[src/rtl/afilt_pkg.sv]
`timescale 1ns/1ps
package afilt_pkg;

  localparam int MAC_BYTES = 6;
  localparam logic [31:0] CRC_POLY_REFL = 32'hEDB88320;

  // bit 0 promisc, bit 1 all multicast, bit 2 hash multicast, bit 3 hash unicast
  typedef struct packed {
    logic hash_uc;
    logic hash_mc;
    logic all_mc;
    logic promisc;
  } afilt_mode_t;

  // one byte of reflected CRC-32, data LSB first
  function automatic logic [31:0] crc32_byte(input logic [31:0] crc_in,
                                             input logic [7:0]  data);
    logic [31:0] c;
    c = crc_in;
    for (int i = 0; i < 8; i++) begin
      if (c[0] ^ data[i]) c = (c >> 1) ^ CRC_POLY_REFL;
      else                c = c >> 1;
    end
    return c;
  endfunction

  // top nbits of bitrev(~crc): index MSB is bit 0 of ~crc
  function automatic logic [7:0] hash_bin(input logic [31:0] crc_final,
                                          input int nbits);
    logic [31:0] v;
    logic [7:0]  idx;
    v   = ~crc_final;
    idx = '0;
    for (int k = 0; k < 8; k++) begin
      if (k < nbits) idx[nbits-1-k] = v[k];
    end
    return idx;
  endfunction

endpackage

[src/rtl/afilt_capture.sv]
`timescale 1ns/1ps
module afilt_capture
  import afilt_pkg::*;
(
  input  logic                   clk,
  input  logic                   rst_n,
  input  logic                   in_valid,
  input  logic                   in_sof,
  input  logic [7:0]             in_byte,
  output logic                   addr_done,
  output logic [8*MAC_BYTES-1:0] addr_full,
  output logic [31:0]            crc_full
);
  localparam int CNT_W = $clog2(MAC_BYTES + 1);
  localparam logic [CNT_W-1:0] LAST_POS = CNT_W'(MAC_BYTES - 1);
  localparam logic [CNT_W-1:0] FULL_CNT = CNT_W'(MAC_BYTES);

  logic [CNT_W-1:0] cnt_q;
  logic [CNT_W-1:0] pos;
  logic [31:0]      crc_q;
  logic [31:0]      crc_base;
  logic [31:0]      crc_nxt;
  logic [7:0]       byte_q [MAC_BYTES];
  logic             take;

  // cnt_q == 0: no frame open; cnt_q == MAC_BYTES: address complete
  assign take     = in_valid && (in_sof || (cnt_q != '0 && cnt_q != FULL_CNT));
  assign pos      = in_sof ? '0 : cnt_q;
  assign crc_base = in_sof ? 32'hFFFF_FFFF : crc_q;
  assign crc_nxt  = crc32_byte(crc_base, in_byte);

  assign addr_done = take && (pos == LAST_POS);
  assign crc_full  = crc_nxt;

  always_ff @(posedge clk) begin
    if (!rst_n) begin
      cnt_q <= '0;
      crc_q <= 32'hFFFF_FFFF;
    end else if (take) begin
      cnt_q <= pos + CNT_W'(1);
      crc_q <= crc_nxt;
    end
  end

  for (genvar j = 0; j < MAC_BYTES; j++) begin : g_byte
    always_ff @(posedge clk) begin
      if (!rst_n)                            byte_q[j] <= '0;
      else if (take && pos == CNT_W'(j))     byte_q[j] <= in_byte;
    end
    assign addr_full[8*j +: 8] = (take && pos == CNT_W'(j)) ? in_byte : byte_q[j];
  end

endmodule

[src/rtl/afilt_regs.sv]
`timescale 1ns/1ps
module afilt_regs
  import afilt_pkg::*;
#(
  parameter int HASH_LOG2 = 6,
  parameter int NUM_SLOTS = 4,
  parameter int CFG_AW    = 6
)(
  input  logic                                clk,
  input  logic                                rst_n,
  input  logic                                cfg_we,
  input  logic [CFG_AW-1:0]                   cfg_addr,
  input  logic [31:0]                         cfg_wdata,
  output afilt_mode_t                         mode,
  output logic [(1<<HASH_LOG2)-1:0]           hash_bits,
  output logic [NUM_SLOTS-1:0][8*MAC_BYTES-1:0] slots
);
  localparam int NUM_HREGS = 1 << (HASH_LOG2 - 5);
  localparam int MODE_ADR  = 0;
  localparam int HASH_ADR  = 8;
  localparam int SLOT_ADR  = 16;

  always_ff @(posedge clk) begin
    if (!rst_n)                                      mode <= '0;
    else if (cfg_we && cfg_addr == CFG_AW'(MODE_ADR)) mode <= afilt_mode_t'(cfg_wdata[3:0]);
  end

  // flat hash vector: bin b is hash register b/32, bit b%32
  for (genvar k = 0; k < NUM_HREGS; k++) begin : g_hash
    always_ff @(posedge clk) begin
      if (!rst_n)
        hash_bits[32*k +: 32] <= '0;
      else if (cfg_we && cfg_addr == CFG_AW'(HASH_ADR + k))
        hash_bits[32*k +: 32] <= cfg_wdata;
    end
  end

  for (genvar s = 0; s < NUM_SLOTS; s++) begin : g_slot
    always_ff @(posedge clk) begin
      if (!rst_n) begin
        slots[s] <= '0;
      end else if (cfg_we) begin
        if (cfg_addr == CFG_AW'(SLOT_ADR + 2*s))     slots[s][31:0]  <= cfg_wdata;
        if (cfg_addr == CFG_AW'(SLOT_ADR + 2*s + 1)) slots[s][47:32] <= cfg_wdata[15:0];
      end
    end
  end

endmodule

[src/rtl/afilt_decide.sv]
`timescale 1ns/1ps
module afilt_decide
  import afilt_pkg::*;
#(
  parameter int HASH_LOG2 = 6,
  parameter int NUM_SLOTS = 4
)(
  input  logic                                  clk,
  input  logic                                  rst_n,
  input  logic                                  addr_done,
  input  logic [8*MAC_BYTES-1:0]                addr48,
  input  logic [31:0]                           crc,
  input  afilt_mode_t                           mode,
  input  logic [(1<<HASH_LOG2)-1:0]             hash_bits,
  input  logic [NUM_SLOTS-1:0][8*MAC_BYTES-1:0] slots,
  output logic                                  is_mcast,
  output logic                                  is_bcast,
  output logic                                  hash_hit,
  output logic                                  perfect_hit,
  output logic                                  dec_valid,
  output logic                                  dec_pass
);
  localparam int NUM_BINS = 1 << HASH_LOG2;

  logic [7:0]           bin_idx;
  logic [NUM_SLOTS-1:0] slot_hit;
  logic                 pass_now;

  assign bin_idx  = hash_bin(crc, HASH_LOG2);
  assign is_mcast = addr48[0];
  assign is_bcast = &addr48;

  always_comb begin
    hash_hit = 1'b0;
    for (int b = 0; b < NUM_BINS; b++) begin
      if (bin_idx == 8'(b)) hash_hit = hash_bits[b];
    end
  end

  for (genvar s = 0; s < NUM_SLOTS; s++) begin : g_match
    assign slot_hit[s] = (slots[s] != '0) && (slots[s] == addr48);
  end
  assign perfect_hit = |slot_hit;

  always_comb begin
    if (is_bcast || mode.promisc || perfect_hit) pass_now = 1'b1;
    else if (is_mcast)                          pass_now = mode.all_mc || (mode.hash_mc && hash_hit);
    else                                        pass_now = mode.hash_uc && hash_hit;
  end

  always_ff @(posedge clk) begin
    if (!rst_n) begin
      dec_valid <= 1'b0;
      dec_pass  <= 1'b0;
    end else begin
      dec_valid <= addr_done;
      dec_pass  <= addr_done && pass_now;
    end
  end

endmodule

[src/rtl/eth_rx_addr_filter.sv]
`timescale 1ns/1ps
module eth_rx_addr_filter
  import afilt_pkg::*;
#(
  parameter int HASH_LOG2 = 6,
  parameter int NUM_SLOTS = 4,
  parameter int CFG_AW    = 6
)(
  input  logic              clk,
  input  logic              rst_n,
  input  logic              rx_valid,
  input  logic              rx_sof,
  input  logic [7:0]        rx_data,
  input  logic              cfg_we,
  input  logic [CFG_AW-1:0] cfg_addr,
  input  logic [31:0]       cfg_wdata,
  output logic              dec_valid,
  output logic              dec_pass
);
  logic                                  addr_done;
  logic [8*MAC_BYTES-1:0]                addr_full;
  logic [31:0]                           crc_full;
  afilt_mode_t                           mode;
  logic [(1<<HASH_LOG2)-1:0]             hash_bits;
  logic [NUM_SLOTS-1:0][8*MAC_BYTES-1:0] slots;
  logic                                  is_mcast;
  logic                                  is_bcast;
  logic                                  hash_hit;
  logic                                  perfect_hit;
  logic                                  mode_promisc;
  logic                                  mode_all_mc;

  assign mode_promisc = mode.promisc;
  assign mode_all_mc  = mode.all_mc;

  afilt_capture u_capture (
    .clk       (clk),
    .rst_n     (rst_n),
    .in_valid  (rx_valid),
    .in_sof    (rx_sof),
    .in_byte   (rx_data),
    .addr_done (addr_done),
    .addr_full (addr_full),
    .crc_full  (crc_full)
  );

  afilt_regs #(
    .HASH_LOG2 (HASH_LOG2),
    .NUM_SLOTS (NUM_SLOTS),
    .CFG_AW    (CFG_AW)
  ) u_regs (
    .clk       (clk),
    .rst_n     (rst_n),
    .cfg_we    (cfg_we),
    .cfg_addr  (cfg_addr),
    .cfg_wdata (cfg_wdata),
    .mode      (mode),
    .hash_bits (hash_bits),
    .slots     (slots)
  );

  afilt_decide #(
    .HASH_LOG2 (HASH_LOG2),
    .NUM_SLOTS (NUM_SLOTS)
  ) u_decide (
    .clk         (clk),
    .rst_n       (rst_n),
    .addr_done   (addr_done),
    .addr48      (addr_full),
    .crc         (crc_full),
    .mode        (mode),
    .hash_bits   (hash_bits),
    .slots       (slots),
    .is_mcast    (is_mcast),
    .is_bcast    (is_bcast),
    .hash_hit    (hash_hit),
    .perfect_hit (perfect_hit),
    .dec_valid   (dec_valid),
    .dec_pass    (dec_pass)
  );

endmodule

[config.mk]
export PLATFORM = sky130hd
export DESIGN_NAME = eth_rx_addr_filter
export DESIGN_NICKNAME = d
export VERILOG_FILES = /design/src/rtl/afilt_pkg.sv /design/src/rtl/afilt_capture.sv /design/src/rtl/afilt_regs.sv /design/src/rtl/afilt_decide.sv /design/src/rtl/eth_rx_addr_filter.sv
export SDC_FILE = /design/constraint.sdc
export NUM_CORES = 1
export LEC_CHECK = 0
export CORE_MARGIN = 5
export CORE_UTILIZATION = 69
export CTS_CLUSTER_DIAMETER = 200
export DETAILED_ROUTE_END_ITERATION = 10
export DONT_BUFFER_PORTS = 1
export PLACE_DENSITY_LB_ADDON = 0.15
export SLEW_MARGIN = 30
export SYNTH_ARGS = -nofsm -noshare
export SYNTH_HDL_FRONTEND = slang
export SYNTH_SLANG_ARGS = --single-unit
[constraint.sdc]
create_clock -name clk -period 5.7 [get_ports clk]
set_input_delay 0.285 -clock clk [delete_from_list [all_inputs] [get_ports clk]]
set_output_delay 0.285 -clock clk [all_outputs]
set_load 0.005 [all_outputs]
Word level (Yosys, flattened, before mapping):

Memory sizes are Yosys's and may differ from the RTL's.
Index checks and enable logic that the tools add are counted.

* eq/ne operators: 83
* add/sub/neg operators: 1
* reductions and logical operators: 40
* muxes and demuxes: 107
* bitwise logic cells: 23

Operators by type and width (number)
* 32-bit 2-to-1 mux: 9
* 48-bit == test: 4
* 6-bit == test, second input constant: 32
* 48-bit nonzero test: 4
* 6-bit by 5-bit == test with 1-bit output, second input constant: 24
* 13-bit NOT with 14-bit output: 8
* 8-bit 2-to-1 mux: 12
* 1-bit 2-to-1 mux: 85
* 6-bit by 4-bit == test with 1-bit output, second input constant: 10
* 48-bit AND reduction: 1
* 6-bit by 3-bit == test with 1-bit output, second input constant: 4
* 1-bit logical AND: 18
* 2-bit AND reduction: 8
* 6-bit by 2-bit == test with 1-bit output, second input constant: 2
* 8-bit zero test: 1
* 1-bit bitwise XOR: 8
* 3-bit by 2-bit == test with 1-bit output, second input constant: 2
* 3-bit == test, second input constant: 2
* 6-bit by 1-bit == test with 1-bit output, second input constant: 1
* 6-bit zero test: 1
* 6-bit NOT: 1
* 1-bit bitwise OR: 6
* 1-bit logical OR: 4
* 4-bit OR reduction: 1
* other kinds (6): 6

* register bits after elaboration: 297
* output and inout port bits: 2
* word-level logic and storage cells: 273
* RAM bits: 48
* input bits: 51
* memories kept: 1

Memories
* u_capture.byte_q: depth 6, bits a word 8, rd ports 6, clocked after memory_dff 0, wr ports 6, RTL line afilt_capture.sv:23 `logic [7:0] byte_q [MAC_BYTES];`

Longest topological paths before layout:

* depth in word-level cells: 88
* gate-level depth with buffers: 19
* mapped depth without buffers: 14

Hierarchy:

Synthesis repeated with hierarchy kept, for this count alone.

* cells, all modules: 1962
* area total of the unflattened synthesis: 18317.6 µm²

By module, submodules not included
* afilt_regs: times used 1, sequential area each 5205.0 µm², area an instance 9347.7 µm², cells an instance 893
* afilt_capture: times used 1, sequential area each 2142.1 µm², area an instance 4978.5 µm², cells an instance 522
* afilt_decide: times used 1, sequential area each 40.0 µm², area an instance 3991.3 µm², cells an instance 547

Worst setup path after synthesis:

No wires, ideal clock.

* path kind: input port to flip-flop
* start: in rx_sof
* end: reg u_decide.dec_pass
* required time: 5627 ps
* slack: 2397 ps
* arrival: 3229 ps
* cell stages on the path: 18
* cell sequence: buf_6 buf_8 buf_6 clkbuf_1 nor2b_1 inv_1 ha_1 nand2_1 nor3_1 buf_4 mux2_2 xor2_1 nor4_1 nand4_1 nor4_1 nand4_1 a31o_1 o211ai_2

* cells in the longest elaborated chain, start to end: 83

RTL lines
* start, declared: RTL line eth_rx_addr_filter.sv:12 `input logic rx_sof,`
* 32-bit 2-to-1 mux: RTL line afilt_capture.sv:29 `assign crc_base = in_sof ? 32'hFFFF_FFFF : crc_q;`
* 32-bit 2-to-1 mux, or another cell as far along (3 in a row): RTL line afilt_pkg.sv:21 `if (c[0] ^ data[i]) c = (c >> 1) ^ CRC_POLY_REFL;`
* 1-bit bitwise XOR, or another cell as far along: RTL line afilt_pkg.sv:21
* 32-bit 2-to-1 mux or 13-bit NOT with 14-bit output (tied branches)
* 13-bit NOT with 14-bit output (no source line) or 32-bit 2-to-1 mux (tied branches)
* 32-bit 2-to-1 mux or 13-bit NOT with 14-bit output (tied branches) (3 in a row)
* 13-bit NOT with 14-bit output (no source line) or 32-bit 2-to-1 mux (tied branches)
* 32-bit 2-to-1 mux: RTL line afilt_pkg.sv:21
* 6-bit NOT: RTL line afilt_pkg.sv:32 `v = ~crc_final;`
* 8-bit zero test: RTL line afilt_decide.sv:36 `if (bin_idx == 8'(b)) hash_hit = hash_bits[b];`
* 1-bit 2-to-1 mux (64 in a row): RTL line afilt_decide.sv:36
* 1-bit logical AND: RTL line afilt_decide.sv:47 `else if (is_mcast) pass_now = mode.all_mc || (mode.hash_mc && hash_hit);`
* 1-bit logical OR: RTL line afilt_decide.sv:47
* 1-bit 2-to-1 mux: RTL line afilt_decide.sv:47
* 1-bit 2-to-1 mux: RTL line afilt_decide.sv:46 `if (is_bcast || mode.promisc || perfect_hit) pass_now = 1'b1;`
* 1-bit logical AND (*): RTL line afilt_decide.sv:57 `dec_pass <= addr_done && pass_now;`
* end signal, assigned: RTL line afilt_decide.sv:57
* end, declared: RTL line afilt_decide.sv:21 `output logic dec_pass`

Every way passes the cells marked *; elsewhere a longest branch is shown, timed or not.
A chain may end at the register's enable or synchronous reset.

Worst setup path in the final report:

* start: reg u_capture.cnt_q[0]
* end: reg u_decide.dec_pass

* cells in the longest elaborated chain, start to end: 12

RTL lines
* start, declared: RTL line afilt_capture.sv:18 `logic [CNT_W-1:0] cnt_q;`
* start signal, assigned: RTL line afilt_capture.sv:40 `cnt_q <= pos + CNT_W'(1);`
* 3-bit inequality test or 3-bit nonzero test (tied branches): RTL line afilt_capture.sv:27 `assign take = in_valid && (in_sof || (cnt_q != '0 && cnt_q != FULL_CNT));`
* 1-bit logical AND: RTL line afilt_capture.sv:27
* 1-bit logical OR: RTL line afilt_capture.sv:27
* 1-bit logical AND: RTL line afilt_capture.sv:27
* 1-bit logical AND, on equally long branches: RTL line afilt_capture.sv:50, afilt_capture.sv:32
* 8-bit 2-to-1 mux: RTL line afilt_capture.sv:50 `assign addr_full[8*j +: 8] = (take && pos == CNT_W'(j)) ? in_byte : byte_q[j];`
* 48-bit == test: RTL line afilt_decide.sv:41 `assign slot_hit[s] = (slots[s] != '0) && (slots[s] == addr48);`
* 1-bit logical AND: RTL line afilt_decide.sv:41
* 4-bit OR reduction: RTL line afilt_decide.sv:43 `assign perfect_hit = |slot_hit;`
* 1-bit logical OR: RTL line afilt_decide.sv:46
* 1-bit 2-to-1 mux: RTL line afilt_decide.sv:46
* 1-bit logical AND (*): RTL line afilt_decide.sv:57

Marks and branches as above.

==> metrics <==
Final Setup Violations 0; routed wire length per instance 27.1 um; Worst EP arrival 4.47 ns; R2R cell count 13; Die Y 173 um; Met2 Wirelength 28.7 mm; GRT Util Overall 42.6%; number of fillers in the final layout 1838; reg-to-reg slack, setup 1.68 ns; Detail Route Antenna Nets 0; Die Area 30100 sq um; Critical Path Sink Type flop; Mean Syn Cell Area 8.64 sq um; effective utilization at floorplan 70.3%; Slew Viols, Final 0; worst path buffer plus inverter count 1; min-delay worst type input port to flop; initial detailed-routing violation count 2470; htree depth 2; reg2reg end u_decide.dec_pass$_SDFF_PN0_; IO Pins 53; maximum fanout along the worst path 9; Post-synth EDFFs 48; global-route wire length before repair 99.2 mm; Max Fclk 0.249 GHz; Setup crit start kind flop; required time of the critical path 6.15 ns; hold endpoint u_capture.byte_q[0][9]$_SDFFCE_PN0P_; Worst Tran Pin Value 1.10 ns; worst hold stages 1; maximum number of pins on one net before global-route repair 294; Synthesized Nets 2190; Num CTS Buffers 37; CP peak stage delay 0.88 ns; RSZ-0062 raised after global routing false; Clk network pwr share 40.0%; CTS tree yes; top-count cell post-synth nand2_1; Chip Width 173 um; # DRC 0; run status complete, no violations; vias post-DR 16.7k; Core ar. 26200 sq um; grt total ovfl 0; # Max-Cap Violations 0; NetSw 1760 uW; DR pass1 iterations 5; top sig layer met5; Final Wtd Congestion 1.02; ys async rst share 0%; Buffers on Ports 0; combinational fraction of design power 18.4%; Clk pin slew, worst setup/hold paths 0.06 ns; CTS Buffer Depth 3; Worst Hold Launch rx_data[1]; Final Cycle Share 70.5%; Cell Int Power 4390 uW; Reg2Reg Launch Point u_capture.cnt_q[0]$_SDFFE_PN0P_; synth-to-layout area growth 9.30%; Seq cells post-synth 345; Final #Nets 2145; Synth area leaders dfxtp_1 32%, nand2_1 12%, a21boi_0 10%; Seq/Total Area, Yosys 40.1%; share of layout cells above drive strength 1 7.66%; Final HPWL DP 43.4 mm; Layout Utilization 76.9%; DR vias/cell 6.79; Setup Skew 0.00864 ns; WP depth 13; Leak 0.00690 uW; Yosys Warn Count 0; M1 WL 24.8 mm; post-synth top area cell dfxtp_1; antenna violations before repair 5; Yosys cell types 73; Flop pwr share 41.6%; top cells by count, synth 575 x nand2_1, 297 x dfxtp_1, 256 x a21boi_0; met3 wire length 8.94 mm; number of global-route vias before repair 15.6k; Tmin final 4.02 ns; synthesized instance count 2134; FP Rows 59; Slew HR 26.3%; post-synth top area share 32.3%; slowest stage cell, crit path mux2i_1; sw frac 28.6%; final setup TNS 0 ns; prevailing post-synth register cell dfxtp_1; Worst-Skew Late Latency 0.52 ns; Fin. Hold Viols 0; PwrDens 305 nW/um^2; routed wire length 66.5 mm; CP top delay family simple AND/OR/NAND/NOR gates; overall power 6150 uW; Post-Syn Area 18400 sq um; CTS Root Buffer Type clkbuf_16; clock sinks 345; post-CTS resize count 0; Peak VDD IR 0.298 mV; crit-path cells nor2b_1, inv_1, ha_1, nand2_1, o21bai_2, mux2i_1, xnor2_1, nor4_1, nand4_1, nor3_1, a32oi_1, a31o_1, o211ai_2; Worst Setup Path Type flop to flop
-- layer usage --
| layer | global-route usage, % | vias to the layer above |
|---|---|---|
| met5 | 0 | - |
| met4 | 21.0 | 4 |
| met3 | 11.5 | 292 |
| met2 | 64.2 | 1240 |
| met1 | 57.1 | 7914 |
| li1 | - | 7227 |
-- through the flow --
step / setup slack [ns] / instance area [sq um] / hold slack (ns) / instances
finish: 1.68 / 20100 / 0.00891 / 2456
global route: 1.54 / 20100 / 0.00999 / 2450
CTS: 1.75 / 20100 / 0.000597 / 2448
detailed placement: 1.81 / 18400 / 0.387 / 2339
global placement: 1.93 / 18400 / 0.379 / 2338
floorplan: 2.40 / 18400 / 0.430 / 2134
-- worst register-to-register path, stage by stage (launching register included) --
cell and delay, ns:
dfxtp_1 0.49, nor2b_1 0.39, inv_1 0.12, ha_1 0.20, nand2_1 0.14, o21bai_2 0.36, mux2i_1 0.88, xnor2_1 0.23
nor4_1 0.29, nand4_1 0.18, nor3_1 0.26, a32oi_1 0.11, a31o_1 0.25, o211ai_2 0.05
-- placed cells by master (no fill, tap or decap), types with 15 or more instances in the layout --
| cell | synthesis | layout |
|---|---|---|
| a21boi_0 | 256 | 256 |
| edfxtp_1 | 48 | 48 |
| and3_1 | 50 | 50 |
| buf_4 | 7 | 24 |
| clkbuf_16 | 0 | 37 |
| mux2i_1 | 32 | 32 |
| o211ai_1 | 37 | 37 |
| nor4_1 | 90 | 90 |
| dlygate4sd3_1 | 0 | 41 |
| nand2_1 | 575 | 574 |
| dfxtp_1 | 297 | 297 |
| nor3_1 | 28 | 22 |
| nor2_1 | 58 | 53 |
| xnor2_1 | 177 | 177 |
| nand3_1 | 17 | 17 |
| mux2i_2 | 25 | 25 |
| nor2b_1 | 15 | 15 |
| xor2_1 | 85 | 85 |
| nand4_1 | 40 | 40 |
-- worst max-delay path by stage --
stage | from | slack [ns] | to
finish | u_capture.cnt_q[0]$_SDFFE_PN0P_ | 1.68 | u_decide.dec_pass$_SDFF_PN0_
floorplan | rx_sof | 2.40 | u_decide.dec_pass$_SDFF_PN0_
global route | u_capture.cnt_q[0]$_SDFFE_PN0P_ | 1.54 | u_decide.dec_pass$_SDFF_PN0_
CTS | u_capture.cnt_q[0]$_SDFFE_PN0P_ | 1.75 | u_decide.dec_pass$_SDFF_PN0_
detailed placement | u_capture.cnt_q[0]$_SDFFE_PN0P_ | 1.81 | u_decide.dec_pass$_SDFF_PN0_
global placement | u_capture.cnt_q[0]$_SDFFE_PN0P_ | 1.93 | u_decide.dec_pass$_SDFF_PN0_
-- flip-flops by register name, summed over array words and instances, names as in the netlist --
name and count:
u_decide.dec_pass 1, u_regs.mode 4, u_regs.slots 192, u_capture.crc_q 32
u_capture.cnt_q 3, u_decide.dec_valid 1, u_regs.hash_bits 64, u_capture.byte_q 48
-- logic make-up (layout without fill, tap and decap cells) --
logic type,after synthesis,in the layout,synth area share (%)
DFF,345,345,40.1
other,0,7,0
muxes,70,70,4.97
and+or+nand+nor,901,901,21.8
adders and majority gates,5,5,0.339
buffers and inverters,164,144,3.87
AOI/OAI and AO/OA,377,377,15.3
xor gates and xnor gates,272,272,13.6
-- final cells by class --
type	instances	area [sq um]	area share, %
Timing Repair Buffer	71	672	3.34
Multi-Input combinational cell	1625	10400	51.6
Clock inverter	6	111	0.553
Clock buffer	58	1100	5.48
Tap cell	335	419	2.08
Antenna cell	7	17.5	0.0870
Sequential cell	345	7390	36.7
Inverter	9	33.8	0.168
-- what timing repair did --
action,4_1_cts,5_1_grt
setup endpoints to repair,0,0
setup buffers,0,0
endpoints found under the hold margin,334,0
hold buffers,45,0
-- power by group through the flow --
stage	sequential (uW)	combinational, uW	clock, uW
finish	2560	1130	2460
global route	2560	1170	2560
CTS	2560	1090	2450
detailed placement	2610	951	0
global placement	2610	931	0
floorplan	2600	799	0
(Power assumes the default switching activity.)
